===== src/rtl/jtag_tap_pkg.sv =====
package jtag_tap_pkg;

  typedef enum logic [3:0] {
    ST_RESET   = 4'hF,
    ST_IDLE    = 4'hC,
    ST_SEL_DR  = 4'h7,
    ST_CAP_DR  = 4'h6,
    ST_SH_DR   = 4'h2,
    ST_EX1_DR  = 4'h1,
    ST_PA_DR   = 4'h3,
    ST_EX2_DR  = 4'h0,
    ST_UPD_DR  = 4'h5,
    ST_SEL_IR  = 4'h4,
    ST_CAP_IR  = 4'hE,
    ST_SH_IR   = 4'hA,
    ST_EX1_IR  = 4'h9,
    ST_PA_IR   = 4'hB,
    ST_EX2_IR  = 4'h8,
    ST_UPD_IR  = 4'hD
  } tap_state_e;

  function automatic tap_state_e tap_next(tap_state_e cur, logic m);
    tap_state_e nxt;
    case (cur)
      ST_RESET:  nxt = m ? ST_RESET  : ST_IDLE;
      ST_IDLE:   nxt = m ? ST_SEL_DR : ST_IDLE;
      ST_SEL_DR: nxt = m ? ST_SEL_IR : ST_CAP_DR;
      ST_CAP_DR: nxt = m ? ST_EX1_DR : ST_SH_DR;
      ST_SH_DR:  nxt = m ? ST_EX1_DR : ST_SH_DR;
      ST_EX1_DR: nxt = m ? ST_UPD_DR : ST_PA_DR;
      ST_PA_DR:  nxt = m ? ST_EX2_DR : ST_PA_DR;
      ST_EX2_DR: nxt = m ? ST_UPD_DR : ST_SH_DR;
      ST_UPD_DR: nxt = m ? ST_SEL_DR : ST_IDLE;
      ST_SEL_IR: nxt = m ? ST_RESET  : ST_CAP_IR;
      ST_CAP_IR: nxt = m ? ST_EX1_IR : ST_SH_IR;
      ST_SH_IR:  nxt = m ? ST_EX1_IR : ST_SH_IR;
      ST_EX1_IR: nxt = m ? ST_UPD_IR : ST_PA_IR;
      ST_PA_IR:  nxt = m ? ST_EX2_IR : ST_PA_IR;
      ST_EX2_IR: nxt = m ? ST_UPD_IR : ST_SH_IR;
      ST_UPD_IR: nxt = m ? ST_SEL_DR : ST_IDLE;
      default:   nxt = ST_RESET;
    endcase
    return nxt;
  endfunction

  typedef enum logic [1:0] {
    PATH_BYPASS   = 2'd0,
    PATH_BOUNDARY = 2'd1,
    PATH_DEBUG    = 2'd2
  } dr_path_e;

  function automatic dr_path_e op_decode(logic [3:0] op, logic [3:0] op_bnd, logic [3:0] op_dbg);
    if (op == op_bnd)      return PATH_BOUNDARY;
    else if (op == op_dbg) return PATH_DEBUG;
    else                   return PATH_BYPASS;
  endfunction

endpackage


===== src/rtl/jtag_tap_fsm.sv =====
module jtag_tap_fsm
  import jtag_tap_pkg::*;
(
  input  logic       clk,
  input  logic       rst_n,
  input  logic       mode,
  output logic [3:0] code,
  output logic       in_reset,
  output logic       in_cap_ir,
  output logic       in_sh_ir,
  output logic       in_upd_ir,
  output logic       in_cap_dr,
  output logic       in_sh_dr,
  output logic       in_upd_dr
);
  tap_state_e st_q;

  always_ff @(posedge clk or negedge rst_n) begin
    if (!rst_n) st_q <= ST_RESET;
    else        st_q <= tap_next(st_q, mode);
  end

  assign code      = st_q;
  assign in_reset  = (st_q == ST_RESET);
  assign in_cap_ir = (st_q == ST_CAP_IR);
  assign in_sh_ir  = (st_q == ST_SH_IR);
  assign in_upd_ir = (st_q == ST_UPD_IR);
  assign in_cap_dr = (st_q == ST_CAP_DR);
  assign in_sh_dr  = (st_q == ST_SH_DR);
  assign in_upd_dr = (st_q == ST_UPD_DR);
endmodule


===== src/rtl/jtag_tap_ir.sv =====
module jtag_tap_ir #(
  parameter int          IR_W     = 4,
  parameter logic [IR_W-1:0] CAP_VAL  = 'h1,
  parameter logic [IR_W-1:0] RST_VAL  = '1
) (
  input  logic            clk,
  input  logic            rst_n,
  input  logic            in_reset,
  input  logic            in_cap,
  input  logic            in_sh,
  input  logic            in_upd,
  input  logic            sin,
  output logic [IR_W-1:0] shift_q,
  output logic [IR_W-1:0] hold_q
);
  always_ff @(posedge clk or negedge rst_n) begin
    if (!rst_n)      shift_q <= CAP_VAL;
    else if (in_cap) shift_q <= CAP_VAL;
    else if (in_sh)  shift_q <= {sin, shift_q[IR_W-1:1]};
  end

  always_ff @(posedge clk or negedge rst_n) begin
    if (!rst_n)        hold_q <= RST_VAL;
    else if (in_reset) hold_q <= RST_VAL;
    else if (in_upd)   hold_q <= shift_q;
  end
endmodule


===== src/rtl/jtag_tap_drpath.sv =====
module jtag_tap_drpath
  import jtag_tap_pkg::*;
#(
  parameter int              IR_W   = 4,
  parameter logic [IR_W-1:0] OP_BND = 'h1,
  parameter logic [IR_W-1:0] OP_DBG = 'h7
) (
  input  logic            clk,
  input  logic            rst_n,
  input  logic [IR_W-1:0] ir,
  input  logic            in_cap_dr,
  input  logic            in_sh_dr,
  input  logic            sin,
  input  logic            bnd_so,
  input  logic            dbg_so,
  output logic            sel_bnd,
  output logic            sel_byp,
  output logic            sel_dbg,
  output logic            byp_q,
  output logic            dr_bit
);
  dr_path_e path;

  assign path    = op_decode(4'(ir), 4'(OP_BND), 4'(OP_DBG));
  assign sel_bnd = (path == PATH_BOUNDARY);
  assign sel_dbg = (path == PATH_DEBUG);
  assign sel_byp = (path == PATH_BYPASS);

  always_ff @(posedge clk or negedge rst_n) begin
    if (!rst_n)                     byp_q <= 1'b0;
    else if (sel_byp && in_cap_dr)  byp_q <= 1'b0;
    else if (sel_byp && in_sh_dr)   byp_q <= sin;
  end

  always_comb begin
    case (path)
      PATH_BOUNDARY: dr_bit = bnd_so;
      PATH_DEBUG:    dr_bit = dbg_so;
      default:       dr_bit = byp_q;
    endcase
  end
endmodule


===== src/rtl/jtag_tap_ctrl.sv =====
module jtag_tap_ctrl #(
  parameter int IR_W   = 4,
  parameter int OP_BND = 1,
  parameter int OP_DBG = 7,
  parameter int IR_CAP = 1
) (
  input  logic            test_clk,
  input  logic            por_n,
  input  logic            mode_sel,
  input  logic            ser_in,
  output logic            ser_out,
  output logic            ser_oe,
  output logic [3:0]      state_code,
  output logic [IR_W-1:0] ir_value,
  output logic            sel_boundary,
  output logic            sel_bypass,
  output logic            sel_debug,
  output logic            bnd_drive,
  output logic            dr_capture,
  output logic            dr_shift,
  output logic            dr_update,
  output logic            dr_si,
  input  logic            bnd_so,
  input  logic            dbg_so
);
  localparam logic [IR_W-1:0] CAP_V = IR_W'(IR_CAP);
  localparam logic [IR_W-1:0] BND_V = IR_W'(OP_BND);
  localparam logic [IR_W-1:0] DBG_V = IR_W'(OP_DBG);

  logic            in_reset, in_cap_ir, in_sh_ir, in_upd_ir;
  logic            in_cap_dr, in_sh_dr, in_upd_dr;
  logic [IR_W-1:0] ir_shift;
  logic            byp_q, dr_bit;
  logic            so_next, oe_next;

  jtag_tap_fsm u_fsm (
    .clk(test_clk), .rst_n(por_n), .mode(mode_sel), .code(state_code),
    .in_reset(in_reset), .in_cap_ir(in_cap_ir), .in_sh_ir(in_sh_ir),
    .in_upd_ir(in_upd_ir), .in_cap_dr(in_cap_dr), .in_sh_dr(in_sh_dr),
    .in_upd_dr(in_upd_dr)
  );

  jtag_tap_ir #(.IR_W(IR_W), .CAP_VAL(CAP_V), .RST_VAL('1)) u_ir (
    .clk(test_clk), .rst_n(por_n), .in_reset(in_reset), .in_cap(in_cap_ir),
    .in_sh(in_sh_ir), .in_upd(in_upd_ir), .sin(ser_in),
    .shift_q(ir_shift), .hold_q(ir_value)
  );

  jtag_tap_drpath #(.IR_W(IR_W), .OP_BND(BND_V), .OP_DBG(DBG_V)) u_dr (
    .clk(test_clk), .rst_n(por_n), .ir(ir_value), .in_cap_dr(in_cap_dr),
    .in_sh_dr(in_sh_dr), .sin(ser_in), .bnd_so(bnd_so), .dbg_so(dbg_so),
    .sel_bnd(sel_boundary), .sel_byp(sel_bypass), .sel_dbg(sel_debug),
    .byp_q(byp_q), .dr_bit(dr_bit)
  );

  assign oe_next = in_sh_ir | in_sh_dr;
  assign so_next = in_sh_ir ? ir_shift[0] : (in_sh_dr ? dr_bit : 1'b0);

  always_ff @(negedge test_clk or negedge por_n) begin
    if (!por_n) begin
      ser_out <= 1'b0;
      ser_oe  <= 1'b0;
    end else begin
      ser_out <= so_next;
      ser_oe  <= oe_next;
    end
  end

  assign bnd_drive  = sel_boundary;
  assign dr_capture = in_cap_dr;
  assign dr_shift   = in_sh_dr;
  assign dr_update  = in_upd_dr;
  assign dr_si      = ser_in;
endmodule


===== config.mk =====
export PLATFORM = sky130hd
export DESIGN_NAME = jtag_tap_ctrl
export DESIGN_NICKNAME = d
export VERILOG_FILES = /design/src/rtl/jtag_tap_pkg.sv /design/src/rtl/jtag_tap_fsm.sv /design/src/rtl/jtag_tap_ir.sv /design/src/rtl/jtag_tap_drpath.sv /design/src/rtl/jtag_tap_ctrl.sv
export SDC_FILE = /design/constraint.sdc
export NUM_CORES = 1
export LEC_CHECK = 0
export ABC_AREA = 1
export BUFFER_PORTS_ARGS = -buffer_cell sky130_fd_sc_hd__buf_2
export CAP_MARGIN = 20
export CORE_MARGIN = 1.5
export CORE_UTILIZATION = 35
export CTS_BUF_LIST = sky130_fd_sc_hd__clkbuf_8
export CTS_CLUSTER_DIAMETER = 40
export CTS_CLUSTER_SIZE = 28
export DETAILED_ROUTE_END_ITERATION = 7
export PLACE_DENSITY = 0.58
export RECOVER_POWER = 50
export SLEW_MARGIN = 10
export SYNTH_ARGS = -nofsm -noshare
export SYNTH_HDL_FRONTEND = slang
export SYNTH_SLANG_ARGS = --single-unit

===== constraint.sdc =====
create_clock -name test_clk -period 1.5 [get_ports test_clk]
set_clock_uncertainty 0.05 [all_clocks]
set_input_delay 0.3 -clock test_clk [delete_from_list [all_inputs] [get_ports test_clk]]
set_output_delay 0.3 -clock test_clk [all_outputs]
set_load 0.01 [all_outputs]

==> impl_metrics.yaml <==
synthesis:
  synth_area_um2: 820.8
  syn-instance-count: 107
  synth.top_cells.by_count: "23 x nand2_1, 19 x inv_1, 14 x nor2_1"
  synth-seq-cells: 15
  synth_top_area_cell: "dfstp_2"
  synth.most_common_cell: "nand2_1"
  synth-seq-area-share_pct: 47.10
  synth_nets: 113
  synth_edf_count: 0
  synth_top_area_share_pct: 28.81
  ys_warn_count: 0
  synthArstFlopShare_pct: 100.0
  yosysUniqueCellTypes: 21
  ys.flop_type: "dfstp_2"
  ys_top_cells_by_area: "dfstp_2 29%, dfrtp_1 12%, nand2_1 11%"
  avgSynthCellArea_um2: 7.671
setup_path:
  cp_num_buf_inv: 1
  slowest_stage: "dfstp_2"
  critPathMaxStageDelay_ns: 0.57
  worstSetupStartpointType: "flop"
  rrSetupSlack_ns: -0.40
  rr_worst_depth: 7
  crit_path_cell_trace: "inv_2, nor2_4, nand2_2, nand3_1, nand2_1, nand2_1, nand2_1"
  endpoint_kind: "flop"
  worstReg2RegEnd: "ser_out"
  rr_startpoint: "u_ir.hold_q[2]"
  criticalPathCategory: "flop to flop"
  crit_top_cell: "nand2_1"
  arrival_ns: 1.22
  critical_path_required_ns: 0.82
  crit_path_max_fanout: 3
  cpLargestDelayFamily: "flip-flops"
floorplan:
  num_rows: 17
  initial_core_util_pct: 37.10
  chipHeight_um: 51.43
  die_w_um: 51.43
  core_region_area_um2: 2212
  ioPinCount: 24
  die_area_um2: 2645
finish:
  nFillCells: 194
  seq_area_um2: 386.6
  nets: 177
  antenna_cells: 0
  fin_area_um2: 1430
  drive_gt1_share_pct: 62.94
  stdcell_count: 198
  area_delta_synth_final_pct: 74.24
  multi_input_area_um2: 417.9
routing:
  routed_wl_mm: 2.411
  drc: 0
  drt_first_pass_iters: 4
  drtIter0Drc: 10
  viasPerCell: 4.737
  num_vias: 938
  ant_nets: 0
  wire_per_inst_um: 12.18
grt:
  track_usage_pct: 18.80
  grt_pass1_wl_mm: 3.622
  grt_pass1_vias: 874
  antenna_found_initial: 0
  grt_max_degree: 12
  overflow: 0
timing:
  worst_slew_pin_slew_ns: 0.5673
  setup_violations: 13
  slew_viol_final: 0
  final_hold_viol_count: 0
  rsz0062_at_grt: "yes"
  slew-limit-headroom_pct: 62.18
  layout_setup_ws_ns: -0.4027
cts:
  cts_buffers: 3
  cts.sinks: 15
  cts_tree: "built"
  root_buffer: "clkbuf_8"
  clk_latency_ns: 0.24
  clock_path_buffers: 2
  htree_levels: 1
  path_clk_slew_ns: 0.06
  cts_hold_buf: 0
placed_design:
  port_buffers: 23
  place_area_um2: 1139
  place_congestion: 0.7946
  dp_hpwl_mm: 1.656
  dp_cells: 179
job:
  drv_cap: 0
pwr:
  peakVddDrop_mv: 1.371
  leakagePower_nw: 0.7378
  power_density_nw_per_um2: 2419
min_path:
  hold_path.class: "primary input to asynchronous set/reset pin"
status:
  violations: "setup timing"
  outcome: "complete, but fails checks"
[cells by family (layout without fill, tap and decap cells)]
logic type | count (synthesis) | in the layout | share of synthesized area, %
compound gates | 15 | 15 | 11.28
buf+inv | 24 | 87 | 11.89
flops | 15 | 15 | 47.10
simple gates | 53 | 53 | 29.73
[through the flow]
step | setup WS (ns) | TNS [ns] | utilization, % | hold slack, ns | total power [mW]
global route | -0.4921 | -3.603 | 64.65 | 0.1218 | 3.706
detailed placement | -0.4259 | -0.7900 | 51.47 | 0.2649 | 2.412
finish | -0.4027 | -2.733 | 64.65 | 0.09036 | 3.459
CTS | -0.3939 | -2.838 | 60.07 | 0.007111 | 3.103
floorplan | -0.4297 | -0.6814 | - | -0.04559 | 1.646
global placement | -0.4056 | -0.7534 | 51.47 | 0.2642 | 2.380
[what timing repair did]
item	in CTS	in global routing
setup buffers	14	4
endpoints found under the setup margin	11	15
cloned	0	0
pin swaps	8	9
resized for setup	18	29
[per-layer routing]
layer	track usage [%]	vias to the layer above	share of wire, %
li1	-	469	-
met1	23.06	440	43
met2	32.69	27	53
met3	5.263	2	3.7
met4	3.947	0	0.50
met5	0	-	0
[worst max path at each step]
stage	endpoint	slack, ns	cells past startpoint	from
2_1_floorplan	ser_out	-0.43	7	u_ir.hold_q[0]
3_3_place_gp	ser_out	-0.41	7	u_ir.hold_q[0]
3_5_place_dp	ser_out	-0.43	7	u_ir.hold_q[2]
4_1_cts	ser_out	-0.39	7	u_ir.hold_q[0]
5_1_grt	ser_out	-0.49	7	u_ir.hold_q[2]
6_report	ser_out	-0.40	7	u_ir.hold_q[2]
[power by group]
part | leakage (nW) | internal (mW) | switching, mW | total (mW)
clock network | 0.0255 | 0.184 | 0.136 | 0.319
registers | 0.174 | 0.676 | 0.161 | 0.837
logic | 0.538 | 1.18 | 1.12 | 2.30
[cell usage in the layout, fill, tap and decap left out]
cell type,count
nor3b_1,1
clkinv_2,1
nand2_4,1
buf_2,17
nor3_2,1
inv_1,9
nand4_1,2
buf_6,13
clkbuf_1,2
dfstp_2,9
o21ai_2,2
clkbuf_8,3
buf_4,29
nand2_2,3
a32oi_1,2
a21oi_1,1
o21ai_0,4
nor2_2,6
o22ai_1,2
dfrtp_1,4
inv_4,2
a21oi_2,1
inv_2,11
a22oi_1,1
nand3_1,7
o31ai_1,1
nor2_1,4
nor2_4,8
dfrtn_1,2
o211ai_1,1
nand2_1,19
nor3_1,1
[registers in the layout (all words and copies together), names as in the netlist]
| name | count |
|---|---|
| u_fsm.code | 4 |
| u_ir.hold_q | 4 |
| u_ir.shift_q | 4 |
| ser_oe | 1 |
| ser_out | 1 |
| u_dr.byp_q | 1 |
[worst register-to-register path: cells and delay by family, from the launching register on]
family | cells | cell delay, ns
buf+inv | 1 | 0.06
flops | 1 | 0.57
simple gates | 6 | 0.34
[cell type report]
type,count,share of cell area (%)
clock buffer,3,2.887
clock inverter,1,0.3500
inverter,22,6.124
multi-input combinational,68,29.22
sequential,15,27.03
tap,28,2.450
timing repair buffer,61,31.93
(Power assumes the default switching activity.)
